==> src/rtl/cfe_pkg.sv <==
package cfe_pkg;

  typedef enum logic [3:0] {
    ST_IDLE,
    ST_SYNC0,
    ST_SYNC1,
    ST_TYPE,
    ST_LEN,
    ST_ADDR,
    ST_PAY,
    ST_CRC_A,
    ST_CRC_B
  } cfe_state_e;

  typedef enum logic {
    KIND_SHORT = 1'b0,
    KIND_JOB   = 1'b1
  } cfe_kind_e;

  localparam logic [7:0] SYNC_FIRST  = 8'h55;
  localparam logic [7:0] SYNC_SECOND = 8'hAA;

  localparam int CRC5_W = 5;
  localparam logic [CRC5_W-1:0] CRC5_POLY = 5'h05;
  localparam logic [CRC5_W-1:0] CRC5_SEED = 5'h1F;

  localparam int CRC16_W = 16;
  localparam logic [CRC16_W-1:0] CRC16_POLY = 16'h1021;
  localparam logic [CRC16_W-1:0] CRC16_SEED = 16'hFFFF;

endpackage

==> src/rtl/cfe_crc_engine.sv <==
module cfe_crc_engine #(
  parameter int W = 5,
  parameter logic [W-1:0] POLY = '0,
  parameter logic [W-1:0] SEED = '1
) (
  input  logic         clk,
  input  logic         rst_n,
  input  logic         clr,
  input  logic         en,
  input  logic [7:0]   din,
  output logic [W-1:0] crc
);

  logic [W-1:0] crc_q;
  logic [W-1:0] crc_d;
  logic [W-1:0] stepped;

  // One byte, most significant bit first, per enabled cycle
  always_comb begin
    logic fb;
    stepped = crc_q;
    for (int i = 7; i >= 0; i--) begin
      fb      = stepped[W-1] ^ din[i];
      stepped = {stepped[W-2:0], 1'b0};
      if (fb) begin
        stepped = stepped ^ POLY;
      end
    end
  end

  always_comb begin
    crc_d = crc_q;
    if (clr) begin
      crc_d = SEED;
    end else if (en) begin
      crc_d = stepped;
    end
  end

  always_ff @(posedge clk or negedge rst_n) begin
    if (!rst_n) begin
      crc_q <= SEED;
    end else begin
      crc_q <= crc_d;
    end
  end

  assign crc = crc_q;

endmodule

==> src/rtl/cfe_pay_sel.sv <==
module cfe_pay_sel #(
  parameter int N = 8,
  localparam int IW = $clog2(N + 1)
) (
  input  logic [N*8-1:0] vec,
  input  logic [IW-1:0]  idx,
  output logic [7:0]     sel
);

  logic [7:0] lane [N];

  for (genvar g = 0; g < N; g++) begin : g_lane
    assign lane[g] = vec[g*8 +: 8];
  end

  always_comb begin
    sel = '0;
    for (int g = 0; g < N; g++) begin
      if (idx == IW'(g)) begin
        sel = lane[g];
      end
    end
  end

endmodule

==> src/rtl/cfe_seq.sv <==
module cfe_seq
  import cfe_pkg::*;
#(
  parameter int MAX_PAY = 8,
  localparam int CW = $clog2(MAX_PAY + 1)
) (
  input  logic                  clk,
  input  logic                  rst_n,
  input  logic                  req_valid,
  output logic                  req_ready,
  input  logic                  req_kind,
  input  logic [7:0]            req_type,
  input  logic [7:0]            req_addr,
  input  logic [CW-1:0]         req_count,
  input  logic [MAX_PAY*8-1:0]  req_payload,
  output logic                  out_valid,
  input  logic                  out_ready,
  output logic [7:0]            out_data,
  output logic                  out_last,
  output logic                  crc_clr,
  output logic                  crc_en,
  input  logic [CRC5_W-1:0]     crc5_val,
  input  logic [CRC16_W-1:0]    crc16_val
);

  cfe_state_e           state_q, state_d;
  cfe_kind_e            kind_q, kind_d;
  logic [7:0]           type_q, type_d;
  logic [7:0]           addr_q, addr_d;
  logic [CW-1:0]        cnt_q, cnt_d;
  logic [CW-1:0]        idx_q, idx_d;
  logic [MAX_PAY*8-1:0] pay_q, pay_d;

  logic       accept;
  logic       fire;
  logic       last_pay;
  logic [7:0] len_byte;
  logic [7:0] pay_byte;

  cfe_pay_sel #(.N(MAX_PAY)) u_pay_sel (
    .vec (pay_q),
    .idx (idx_q),
    .sel (pay_byte)
  );

  assign req_ready = (state_q == ST_IDLE);
  assign accept    = req_valid && req_ready;
  assign out_valid = (state_q != ST_IDLE);
  assign fire      = out_valid && out_ready;
  assign last_pay  = (idx_q == cnt_q - CW'(1));
  assign len_byte  = 8'(cnt_q) + 8'd3 + ((kind_q == KIND_JOB) ? 8'd2 : 8'd1);

  // Next-state and capture logic
  always_comb begin
    state_d = state_q;
    kind_d  = kind_q;
    type_d  = type_q;
    addr_d  = addr_q;
    cnt_d   = cnt_q;
    pay_d   = pay_q;
    idx_d   = idx_q;
    if (accept) begin
      kind_d  = cfe_kind_e'(req_kind);
      type_d  = req_type;
      addr_d  = req_addr;
      cnt_d   = req_count;
      pay_d   = req_payload;
      idx_d   = '0;
      state_d = ST_SYNC0;
    end else if (fire) begin
      unique case (state_q)
        ST_SYNC0: state_d = ST_SYNC1;
        ST_SYNC1: state_d = ST_TYPE;
        ST_TYPE:  state_d = ST_LEN;
        ST_LEN:   state_d = ST_ADDR;
        ST_ADDR:  state_d = (cnt_q == '0) ? ST_CRC_A : ST_PAY;
        ST_PAY: begin
          idx_d = idx_q + CW'(1);
          if (last_pay) begin
            state_d = ST_CRC_A;
          end
        end
        ST_CRC_A: state_d = (kind_q == KIND_JOB) ? ST_CRC_B : ST_IDLE;
        ST_CRC_B: state_d = ST_IDLE;
        default:  state_d = ST_IDLE;
      endcase
    end
  end

  // Output byte selection
  always_comb begin
    out_data = '0;
    out_last = 1'b0;
    unique case (state_q)
      ST_SYNC0: out_data = SYNC_FIRST;
      ST_SYNC1: out_data = SYNC_SECOND;
      ST_TYPE:  out_data = type_q;
      ST_LEN:   out_data = len_byte;
      ST_ADDR:  out_data = addr_q;
      ST_PAY:   out_data = pay_byte;
      ST_CRC_A: begin
        if (kind_q == KIND_JOB) begin
          out_data = crc16_val[15:8];
        end else begin
          out_data = {3'b000, crc5_val};
          out_last = 1'b1;
        end
      end
      ST_CRC_B: begin
        out_data = crc16_val[7:0];
        out_last = 1'b1;
      end
      default: out_data = '0;
    endcase
  end

  assign crc_clr = accept;
  assign crc_en  = fire && (state_q == ST_TYPE || state_q == ST_LEN ||
                            state_q == ST_ADDR || state_q == ST_PAY);

  always_ff @(posedge clk or negedge rst_n) begin
    if (!rst_n) begin
      state_q <= ST_IDLE;
      kind_q  <= KIND_SHORT;
      type_q  <= '0;
      addr_q  <= '0;
      cnt_q   <= '0;
      idx_q   <= '0;
      pay_q   <= '0;
    end else begin
      state_q <= state_d;
      kind_q  <= kind_d;
      type_q  <= type_d;
      addr_q  <= addr_d;
      cnt_q   <= cnt_d;
      idx_q   <= idx_d;
      pay_q   <= pay_d;
    end
  end

endmodule

==> src/rtl/cfe_frame_encoder.sv <==
module cfe_frame_encoder
  import cfe_pkg::*;
#(
  parameter int MAX_PAY = 8,
  localparam int CW = $clog2(MAX_PAY + 1)
) (
  input  logic                 clk,
  input  logic                 rst_n,
  input  logic                 req_valid,
  output logic                 req_ready,
  input  logic                 req_kind,
  input  logic [7:0]           req_type,
  input  logic [7:0]           req_addr,
  input  logic [CW-1:0]        req_count,
  input  logic [MAX_PAY*8-1:0] req_payload,
  output logic                 out_valid,
  input  logic                 out_ready,
  output logic [7:0]           out_data,
  output logic                 out_last
);

  logic                 crc_clr;
  logic                 crc_en;
  logic [CRC5_W-1:0]    crc5_val;
  logic [CRC16_W-1:0]   crc16_val;

  cfe_seq #(.MAX_PAY(MAX_PAY)) u_seq (
    .clk         (clk),
    .rst_n       (rst_n),
    .req_valid   (req_valid),
    .req_ready   (req_ready),
    .req_kind    (req_kind),
    .req_type    (req_type),
    .req_addr    (req_addr),
    .req_count   (req_count),
    .req_payload (req_payload),
    .out_valid   (out_valid),
    .out_ready   (out_ready),
    .out_data    (out_data),
    .out_last    (out_last),
    .crc_clr     (crc_clr),
    .crc_en      (crc_en),
    .crc5_val    (crc5_val),
    .crc16_val   (crc16_val)
  );

  cfe_crc_engine #(
    .W    (CRC5_W),
    .POLY (CRC5_POLY),
    .SEED (CRC5_SEED)
  ) u_crc5 (
    .clk   (clk),
    .rst_n (rst_n),
    .clr   (crc_clr),
    .en    (crc_en),
    .din   (out_data),
    .crc   (crc5_val)
  );

  cfe_crc_engine #(
    .W    (CRC16_W),
    .POLY (CRC16_POLY),
    .SEED (CRC16_SEED)
  ) u_crc16 (
    .clk   (clk),
    .rst_n (rst_n),
    .clr   (crc_clr),
    .en    (crc_en),
    .din   (out_data),
    .crc   (crc16_val)
  );

endmodule

==> config.mk <==
export PLATFORM = sky130hd
export DESIGN_NAME = cfe_frame_encoder
export DESIGN_NICKNAME = d
export VERILOG_FILES = /design/src/rtl/cfe_pkg.sv /design/src/rtl/cfe_crc_engine.sv /design/src/rtl/cfe_pay_sel.sv /design/src/rtl/cfe_seq.sv /design/src/rtl/cfe_frame_encoder.sv
export SDC_FILE = /design/constraint.sdc
export NUM_CORES = 1
export LEC_CHECK = 0
export BUFFER_PORTS_ARGS = -buffer_cell sky130_fd_sc_hd__buf_4
export CORE_MARGIN = 5
export CORE_UTILIZATION = 30
export CTS_CLUSTER_SIZE = 12
export DETAILED_ROUTE_END_ITERATION = 10
export GPL_TIMING_DRIVEN = 0
export SETUP_SLACK_MARGIN = 0.2
export SYNTH_ARGS = -nofsm -noshare
export SYNTH_HDL_FRONTEND = slang
export SYNTH_HIERARCHICAL = 1
export SYNTH_SLANG_ARGS = --single-unit
==> constraint.sdc <==
create_clock -name clk -period 3 [get_ports clk]
set_clock_uncertainty 0.2 [all_clocks]
set_input_delay 0 -clock clk [delete_from_list [all_inputs] [get_ports clk]]
set_output_delay 0 -clock clk [all_outputs]
set_load 0.01 [all_outputs]
==> results of run 1 <==
worst min-delay path, stage by stage:
cell,delay (ns)
dlygate4sd3_1,0.54
buf_6,0.12
buf_16,0.36
power groups by stage:
stage	Clock, mW	Combinational (mW)	Sequential, mW
finish	2.06	9.18	3.12
global route	2.15	9.83	3.21
CTS	2.09	8.61	3.09
detailed placement	0	6.67	3.05
global placement	0	6.56	3.04
floorplan	0	5.24	2.82
logic make-up after synthesis:
logic type	count (synthesis)	synth area share
XOR/XNOR	49	0.103
multiplexers	33	0.0564
AO/OA/AOI/OAI	113	0.112
adder cells (fa/ha/maj)	8	0.0165
flip-flops	114	0.441
buffers and inverters	61	0.0474
AND/OR/NAND/NOR	351	0.224
routing by layer:
metal | share of wire | global-route usage | routed length [µm] | up-vias
met3 | 0.045 | 0.0316 | 939 | 36
met5 | 0 | 0 | 0 | -
met1 | 0.45 | 0.226 | 9470 | 2878
li1 | - | - | - | 2939
met4 | 0.026 | 0.0615 | 539 | 0
met2 | 0.48 | 0.284 | 9910 | 185
layout make-up:
class | count | share of cell area
Tap cell | 280 | 0.0346
Clock buffer | 17 | 0.0420
Timing Repair Buffer | 241 | 0.222
Clock inverter | 15 | 0.0171
Sequential cell | 114 | 0.285
Multi-Input combinational cell | 554 | 0.367
Buffer | 43 | 0.0262
Inverter | 18 | 0.00667
sequential cells by signal, indices dropped and copies added, names as in the netlist:
name / flops
u_crc16/crc: 16
u_crc5/crc: 5
u_seq/addr_q: 8
u_seq/cnt_q: 4
u_seq/idx_q: 4
u_seq/kind_q: 1
u_seq/pay_q: 64
u_seq/state_q: 4
u_seq/type_q: 8
what timing repair did:
item,4_1_cts,5_1_grt
setup buffers,38,11
pin swaps,37,35
gates resized for setup,69,27
endpoints found under the hold margin,203,0
gates cloned,2,0
hold buffers,90,0
setup endpoints to repair,29,28
Yosys cell counts, types with 3 or more instances:
master / number / area share
nand2_1: 274 / 0.16
dfrtp_1: 93 / 0.36
nor2_1: 34 / 0.020
a21oi_1: 30 / 0.023
mux2i_1: 30 / 0.046
o21ai_0: 25 / 0.019
dfstp_2: 21 / 0.085
xnor2_1: 21 / 0.028
buf_2: 18 / 0.014
clkbuf_1: 15 / 0.0086
inv_1: 15 / 0.0086
nor2b_1: 13 / 0.012
xnor3_1: 12 / 0.041
a211o_1: 9 / 0.012
xor2_1: 9 / 0.012
a22oi_1: 8 / 0.0092
o21ai_1: 8 / 0.0061
ha_1: 7 / 0.013
nand2b_1: 6 / 0.0058
o2bb2ai_1: 6 / 0.0081
nor3_1: 5 / 0.0038
nand3_1: 4 / 0.0031
nor3_2: 4 / 0.0061
a21o_1: 3 / 0.0035
a31oi_1: 3 / 0.0029
a32oi_1: 3 / 0.0040
buf_1: 3 / 0.0017
buf_6: 3 / 0.0052
inv_2: 3 / 0.0017
xor2_2: 3 / 0.0075
cell usage in the layout, fill, tap and decap left out, types with 4 or more instances in the layout:
cell type and instances:
xnor3_1 12, o21ai_1 15, nor3_2 4, clkbuf_1 11
xnor2_4 6, a22oi_1 5, mux2i_1 23, xnor2_2 4
ha_1 5, dfrtp_1 92, dfstp_2 21, a21oi_1 19
o21ai_0 14, buf_12 7, xor2_1 8, buf_2 17
o21ai_2 4, inv_2 8, mux2i_2 4, clkinv_4 4
xor2_4 4, buf_4 122, nand2b_1 6, clkbuf_2 6
inv_1 10, a211o_1 8, nor2b_1 11, clkbuf_16 17
buf_6 27, o2bb2ai_1 5, nand3_1 4, dlygate4sd3_1 90
nand2_1 274, inv_6 4, nor3_1 5, xnor2_1 14
nor2_1 32, a21oi_2 11
worst min-delay path by stage:
stage	start	to	slack (ns)	depth (start not counted)
finish	rst_n	u_seq/pay_q[36]	-0.03	3
global route	rst_n	u_seq/pay_q[36]	0.02	3
global placement	req_addr[6]	u_seq/addr_q[6]	-0.007	3
floorplan	rst_n	u_seq/addr_q[0]	-0.50	0
CTS	rst_n	u_seq/pay_q[11]	0.007	3
detailed placement	rst_n	u_seq/pay_q[38]	-0.35	1
==> results.md, run 1 <==
* Number of global-route vias before repair at 6,204
* Failing checks: hold timing, setup timing
* Drc violations at 0
* Crit path required time at 3.15 ns
* H-tree lvl count at 4
* Crit path kind: register to register
* Fin. max-slew vios at 0
* Switching Fraction at 0.385
* FF-to-FF path depth at 15
* Clk slew on worst S/H paths at 0.06 ns
* LEAKAGE at 4.82 nW
* Gpl congestion at 0.886
* Fin util at 0.468
* Die X-Extent at 157 µm
* Global Route Usage Sum at 0.172
* Worst R2R End: u_crc16/crc[6]
* Sw power at 5.53 mW
* Hold Slack at -0.0329 ns
* Area of the multi-input gates at 0.00372 mm²
* Peak supply drop at 0.906 mV
* Slew headroom at 0.488
* CORE AREA at 0.0216 mm²
* Clock share of power at 0.144
* Die Y at 157 µm
* # placed instances at 1,109
* Synthesized area at 0.00653 mm²
* Final Hold Viols at 23
* Worst-Skew Late Latency at 0.42 ns
* TritonCTS Buffers at 17
* ANT cells at 0
* Initial DRC count at 405
* Comb pwr share at 0.639
* Launching point of the worst reg2reg path: u_seq/idx_q[1]
* CP Depth at 15
* Outcome: finished with violations
* Setup_tns at -1.75 ns
* WL/cell at 16.3 µm
* CP Data Arrival Time at 3.33 ns
* Final ANT Viol Nets at 0
* CTS tree: yes
* Nets at 1,086
* PortBufs at 99
* Worst Setup EP: u_crc16/crc[6]
* Main flop type after synthesis: dfrtp_1
* PD cells at 1420 mW/mm²
* Maxcap violations at 0
* Fin crit period at 3.18 ns
* Die area at 0.0248 mm²
* Critical Path End Type: register
* Crit start category: register
* Largest net degree at the start of global routing at 98
* Pre-antenna DRT Iters at 4
* Async set-or-reset flop fraction in the synthesized netlist at 1.00
* YS warnings at 6
* Worst Path Buf+Inv at 5
* RSZ-0062 raised after global routing: yes
* Area after DPL at 0.00773 mm²
* CTS Buffer Depth at 2
* Largest stage delay on the critical path at 0.43 ns
* Max Fanout on Critical Path at 6
* Cell Count, Final, Fillers Out at 1,282
* Grt total ovfl at 0
* Setup slack at placement at -0.458 ns
* Sequential-to-total area share from yosys stat at 0.441
* Layout fillers at 2,052
* Final setup fails at 20
* Area grow syn2layout at 55.1%
* Register area at 0.00288 mm²
* Worst Tran Pin Value at 0.764 ns
* # IOs at 100
* Synth unique cells at 62
* First-pass GRT wire length at 33,300 µm
* R2r setup slk at -0.18 ns
* Worst-path cell chain: buf_6, buf_12, buf_4, mux2i_4, nor2_1, o21ai_1, a21oi_2, a21oi_2, o22ai_1, a221o_1, buf_4, buf_6, xnor2_4, xnor3_1, a21oi_2
* Number of synthesized register bits at 114
* CTS root buf: clkbuf_16
* Final Cell Area at 0.0101 mm²
* FP Rows at 54
* Via count at 6,038
* Number of synthesized flops with an enable pin at 0
* Post-Syn Instances at 729
* HPWL after detailed placement at 14,300 µm
* Syn_nets at 826
* Register share of total power at 0.217
* Final wirelength at 20,900 µm
* Initial Util at 0.302
* Final Cycle Share at 1.06
* CTS sink cnt at 114
* Kind of cell adding the most delay to the critical path: compound AO/OA/AOI/OAI gates
* Internal at 8.83 mW
* Vias per cell at 4.71
* Worst setup startpoint: u_seq/idx_q[1]
* Layout cells sized above 1 at 0.308
* Most frequent cell on the critical path: a21oi_2
* Antenna violations before repair at 0
* Worst min-delay path class: primary input to asynchronous set/reset pin
* Max Clock Freq at 314 MHz
* Setup ws final at -0.180 ns
* Final Power at 14.4 mW
* Avg Inst Size Synth at 8.95 µm²
* Crit path max-delay cell type: xnor3_1
(Power assumes the default switching activity.)
==> run 2: changes to the inputs <==
- CORE_UTILIZATION: 30 -> 45
- PLACE_DENSITY: unset -> 0.68
==> results.md, run 2 (synthesis results as in run 1) <==
* Outcome: finished with violations
* Failing checks: setup timing
* Initial DRC count at 526 (+30%)
* Vias per cell at 5.26 (+12%)
* R2r setup slk at -0.24 ns (-0.06 ns)
* Max Fanout on Critical Path at 3 (-3)
* LEAKAGE at 4.80 nW (-0.43%)
* GRT busiest layer: met2
* Pre-antenna DRT Iters at 5 (+1)
* Final Power at 14.0 mW (-2.4%)
* Peak supply drop at 0.619 mV (-32%)
* RSZ-0062 raised after global routing: yes
* Global Route Usage Sum at 0.243 (+0.0714)
* Crit path required time at 3.15 ns (about the same)
* Met1 Use GR at 0.298 (+0.0725)
* Largest net degree at the start of global routing at 64 (-35%)
* Setup_tns at -1.72 ns (+0.0322 ns)
* Largest register FFs at 64 (unchanged)
* Launching point of the worst reg2reg path: u_seq/kind_q
* Final setup fails at 12 (-40%)
* Final Cell Area at 0.00993 mm² (-1.9%)
* FF-to-FF path depth at 15 (unchanged)
* Internal at 8.68 mW (-1.7%)
* Clock share of power at 0.147 (+0.003)
* Critical Path End Type: register
* Gpl congestion at 0.900 (+1.6%)
* Antenna violations before repair at 0 (unchanged)
* Die X-Extent at 130 µm (-17%)
* Layout cells sized above 1 at 0.299 (-0.00908)
* Worst-Skew Late Latency at 0.42 ns (about the same)
* CORE AREA at 0.0144 mm² (-34%)
* PD cells at 1410 mW/mm² (-0.55%)
* TritonCTS Buffers at 17 (unchanged)
* Crit start category: register
* CTS sink cnt at 114 (unchanged)
* Most frequent cells in the layout: nand2_1 (274), buf_4 (123), dfrtp_1 (91), dlygate4sd3_1 (90), nor2_1 (33)
* Crit path max-delay cell type: fa_1
* Final wirelength at 20,000 µm (-3.9%)
* Register share of total power at 0.219 (+0.002)
* Initial Util at 0.454 (+0.152)
* Fin crit period at 3.24 ns (+0.0622 ns)
* Area after DPL at 0.00761 mm² (-1.6%)
* Met3 usage at 0.0476 (+0.0159)
* Sw power at 5.33 mW (-3.5%)
* Area grow syn2layout at 52.2%
* PortBufs at 99 (unchanged)
* Grt total ovfl at 0 (unchanged)
* Slew headroom at 0.570 (+0.0820)
* Clk slew on worst S/H paths at 0.05 ns (about the same)
* Number of global-route vias before repair at 6,382 (+2.9%)
* Worst R2R End: u_crc16/crc[14]
* ANT cells at 0 (unchanged)
* Setup ws final at -0.242 ns (-0.0622 ns)
* Comb pwr share at 0.633 (-0.006)
* Final Hold Viols at 0 (-100%)
* FP Rows at 44 (-19%)
* CTS Buffer Depth at 2 (unchanged)
* Layout fillers at 1,022 (-50%)
* Worst Hold Path Cells at 4
* Worst-path cell chain: inv_2, ha_4, inv_4, ha_4, inv_2, fa_1, nand2b_1, o21ai_2, o21ai_1, a22oi_1, o211ai_1, buf_4, xnor2_4, xor3_4, o21ai_2
* Nets at 1,083 (-0.28%)
* Worst Tran Pin Value at 0.645 ns (-0.119 ns)
* Switching Fraction at 0.381 (-0.00437)
* H-tree lvl count at 4 (unchanged)
* Largest stage delay on the critical path at 0.47 ns (+0.04 ns)
* Hold path start: req_payload[54]
* CP Data Arrival Time at 3.39 ns (+0.06 ns)
* Top reg by flops: u_seq/pay_q
* Die area at 0.0170 mm² (-31%)
* CTS root buf: clkbuf_16
* # placed instances at 1,013 (-8.7%)
* Worst min-delay path class: primary input to register
* Max Clock Freq at 308 MHz (-1.9%)
* First-pass GRT wire length at 31,900 µm (-4.0%)
* CTS tree: yes
* Drc violations at 0 (unchanged)
* Fin util at 0.691 (+0.223)
* Cell Count, Final, Fillers Out at 1,183 (-7.7%)
* Worst Hold End: u_seq/pay_q[54]
* Via count at 6,217 (+3.0%)
* Fin. max-slew vios at 0 (unchanged)
* Final ANT Viol Nets at 0 (unchanged)
* Die Y at 130 µm (-17%)
* Maxcap violations at 0 (unchanged)
* WL/cell at 16.9 µm (+4.1%)
* Crit path kind: register to register
* # IOs at 100 (unchanged)
* HPWL after detailed placement at 13,200 µm (-7.4%)
* M2 GR Usage at 0.423 (+0.139)
* Final Cycle Share at 1.08 (+0.0207)
* Commonest non-fill, non-tap cell in the layout: nand2_1
==> run 2: changes by cell type in the layout (fill, tap and decap cells not counted), moves of 3 or more <==
cell	delta
clkbuf_8	+3
o21ai_1	-3
buf_6	-3
clkinv_4	-3
o21ai_2	+4
inv_6	-4
clkinv_2	+4
mux2i_4	-3
mux2i_1	+3
==> run 2: worst max path at each step <==
stage,from,endpoint,slack (ns)
floorplan,u_seq/kind_q,u_crc5/crc[2],-0.12
global placement,u_seq/kind_q,u_crc16/crc[14],-0.44
detailed placement,u_seq/kind_q,u_crc5/crc[2],-0.45
CTS,u_seq/kind_q,u_crc5/crc[2],-0.23
global route,u_seq/kind_q,u_crc5/crc[2],-0.40
finish,u_seq/kind_q,u_crc16/crc[14],-0.24
==> run 2: per-stage QoR <==
step                      hold WS [ns]  setup slack, ns
final                            0.111           -0.242
after detailed placement        -0.201           -0.452
after global routing             0.118           -0.400
after CTS                       0.0968           -0.229
after global placement        -0.00957           -0.442
after floorplan                 -0.496           -0.123
==> run 2: cell type report <==
| type | instances | area, µm² | share of cell area |
|---|---|---|---|
| Multi-Input combinational cell | 554 | 3690 | 0.371 |
| Sequential cell | 114 | 2880 | 0.290 |
| Timing Repair Buffer | 238 | 2190 | 0.220 |
| Clock buffer | 22 | 474 | 0.0477 |
| Buffer | 43 | 275 | 0.0277 |
| Tap cell | 184 | 230 | 0.0232 |
| Clock inverter | 10 | 131 | 0.0132 |
| Inverter | 18 | 70.1 | 0.00705 |
==> run 2: power groups by stage <==
stage	sequential, mW	combinational (mW)	clock [mW]
6_report	3.07	8.87	2.06
5_1_grt	3.17	9.55	2.17
4_1_cts	3.05	7.86	2.09
3_5_place_dp	3.03	6.62	0
3_3_place_gp	3.01	6.48	0
2_1_floorplan	2.82	5.24	0
==> run 2: worst max-delay path, delay by kind of cell, from the launching register on <==
family / cells / cell delay [ns]
adders and majority gates: 3 / 0.80
AOI/OAI and AO/OA: 5 / 0.72
xor gates and xnor gates: 2 / 0.58
DFF: 1 / 0.40
buffers and inverters: 4 / 0.40
and+or+nand+nor: 1 / 0.07
==> run 2: routing by layer <==
layer / wire [µm] / vias up
met5: 0 / -
met4: 515 / 0
met3: 1080 / 39
met2: 10300 / 208
met1: 8130 / 3041
li1: - / 2929
==> run 2: timing repair <==
action,4_1_cts,5_1_grt
endpoints found under the setup margin,26,28
endpoints found under the hold margin,193,0
gates cloned,1,1
hold buffers,91,0
gates resized for setup,56,37
pin swaps,25,28
setup buffers,27,18
==> run 3: changes to the inputs <==
- CORE_UTILIZATION: 45 -> 52
- PLACE_DENSITY: 0.68 -> 0.77
==> results.md, run 3 (synthesis results as in run 1) <==
* RSZ-0062 raised after global routing: yes
* CP Data Arrival Time at 3.48 ns (+0.09 ns)
* Via count at 6,794 (+9.3%)
* Final Hold Viols at 0 (unchanged)
* Area after DPL at 0.00756 mm² (-0.61%)
* Critical Path End Type: register
* Initial Util at 0.524 (+0.0693)
* Register area at 0.00288 mm² (unchanged)
* CTS tree: yes
* CTS Buffer Depth at 2 (unchanged)
* Setup_tns at -4.63 ns (-2.91 ns)
* Worst-Skew Late Latency at 0.42 ns (about the same)
* Drc violations at 0 (unchanged)
* Clk slew on worst S/H paths at 0.05 ns (about the same)
* Pre-antenna DRT Iters at 6 (+1)
* Failing checks: setup timing
* Die area at 0.0149 mm² (-12%)
* Max Clock Freq at 300 MHz (-2.8%)
* Initial DRC count at 633 (+20%)
* Largest register FFs at 64 (unchanged)
* Final Cycle Share at 1.11 (+0.0311)
* Vias per cell at 5.68 (+8.1%)
* Worst min-delay path class: primary input to register
* Max Fanout on Critical Path at 3 (unchanged)
* Number of global-route vias before repair at 6,910 (+8.3%)
* Worst Tran Pin Value at 0.601 ns (-0.0435 ns)
* H-tree lvl count at 4 (unchanged)
* Fin crit period at 3.34 ns (+0.0933 ns)
* Area grow syn2layout at 57.8%
* Layout cells sized above 1 at 0.328 (+0.0291)
* Nets at 1,108 (+2.3%)
* # IOs at 100 (unchanged)
* PD cells at 1530 mW/mm² (+8.5%)
* Antenna violations before repair at 0 (unchanged)
* Grt total ovfl at 0 (unchanged)
* TritonCTS Buffers at 17 (unchanged)
* Final Power at 15.8 mW (+12%)
* Area of the multi-input gates at 0.00380 mm² (+3.1%)
* Crit path max-delay cell type: fa_1
* Global Route Usage Sum at 0.303 (+0.0597)
* CTS root buf: clkbuf_16
* Final wirelength at 23,400 µm (+17%)
* Crit path kind: register to register
* # placed instances at 1,000 (-1.3%)
* Crit start category: register
* First-pass GRT wire length at 34,600 µm (+8.3%)
* Fin. max-slew vios at 0 (unchanged)
* Most frequent cells in the layout: nand2_1 (273), buf_4 (129), dfrtp_1 (91), dlygate4sd3_1 (90), buf_6 (41)
* FP Rows at 41 (-6.8%)
* R2r setup slk at -0.34 ns (-0.09 ns)
* Gpl congestion at 0.941 (+4.5%)
* HPWL after detailed placement at 12,900 µm (-2.7%)
* Die X-Extent at 122 µm (-6.4%)
* Final setup fails at 23 (+11)
* Largest stage delay on the critical path at 0.48 ns (about the same)
* Outcome: finished with violations
* Kind of cell adding the most delay to the critical path: adder cells
* CTS sink cnt at 114 (unchanged)
* Slew headroom at 0.599 (+0.0290)
* Worst-path cell chain: inv_2, ha_4, inv_4, ha_4, inv_2, fa_1, nand2b_1, o21ai_2, o21ai_1, a22oi_1, o211ai_1, buf_4, xnor2_4, xor3_4, o21ai_2
* Peak supply drop at 0.685 mV (+11%)
* Die Y at 122 µm (-6.4%)
* Layout fillers at 663 (-35%)
* Commonest non-fill, non-tap cell in the layout: nand2_1
* Final ANT Viol Nets at 0 (unchanged)
* CORE AREA at 0.0125 mm² (-13%)
* Largest net degree at the start of global routing at 115 (+80%)
* PortBufs at 99 (unchanged)
* Maxcap violations at 0 (unchanged)
* LEAKAGE at 4.97 nW (+3.6%)
* WL/cell at 19.6 µm (+15%)
* Final Cell Area at 0.0103 mm² (+3.7%)
* Setup ws final at -0.335 ns (-0.0933 ns)
* Top reg by flops: u_seq/pay_q
* Crit path required time at 3.15 ns (about the same)
* Worst Path Buf+Inv at 4 (unchanged)
* Cell Count, Final, Fillers Out at 1,196 (+1.1%)
==> run 3: changes by cell type in the layout (fill, tap and decap cells not counted), moves of 4 or more <==
cell and change:
buf_4 +6, buf_6 +17, mux2i_4 +5, o21ai_0 -6, o21ai_1 +6, xnor2_1 -4
==> run 3: worst paths after layout <==
check                                      from                to  cells after the start
worst max register to register     u_seq/kind_q   u_crc16/crc[14]                     15
worst max-delay path               u_seq/kind_q   u_crc16/crc[14]                     15
worst min register to register  u_seq/pay_q[36]   u_seq/pay_q[36]                      2
min in group asynchronous                 rst_n  u_seq/state_q[2]                      3
max in group asynchronous                 rst_n   u_crc16/crc[14]                      4
worst min-delay path            req_payload[59]   u_seq/pay_q[59]                      4
==> run 3: final cells by class <==
| class | count | share of cell area |
|---|---|---|
| Antenna cell | 1 | 0.000243 |
| Timing Repair Buffer | 263 | 0.239 |
| Tap cell | 172 | 0.0209 |
| Clock inverter | 4 | 0.00680 |
| Clock buffer | 27 | 0.0508 |
| Sequential cell | 114 | 0.280 |
| Multi-Input combinational cell | 554 | 0.369 |
| Inverter | 18 | 0.00680 |
| Buffer | 43 | 0.0265 |
==> run 3: where the power goes <==
part	total [mW]	switching, mW	internal [mW]
combinational	10.6	4.74	5.85
sequential	3.13	0.723	2.41
clock	2.03	0.684	1.35
==> run 3: per-stage QoR <==
step / hold WS [ns] / util / setup WS (ns)
final: 0.107 / 0.826 / -0.335
after global routing: 0.117 / 0.826 / -0.394
after CTS: 0.0967 / 0.787 / -0.365
after detailed placement: -0.00720 / 0.607 / -0.501
after global placement: -0.00999 / 0.607 / -0.442
after floorplan: -0.496 / - / -0.123
==> run 3: per-layer routing <==
layer	vias up	routed length (µm)	GRT usage
li1	2986	-	-
met1	3262	8550	0.349
met2	432	12100	0.530
met3	114	1630	0.0743
met4	0	1090	0.141
met5	-	0	0
==> run 3: tightest hold or removal path: cells and delay by family <==
kind          cells  cell delay, ns
buf+inv           2            0.62
simple gates      2            0.08
==> run 3: timing repair <==
item,in CTS,in global routing
gates cloned,2,0
pin swaps,50,33
hold endpoints to repair,182,39
setup buffers,44,27
gates resized for setup,80,58
hold buffers,89,1
endpoints found under the setup margin,26,29
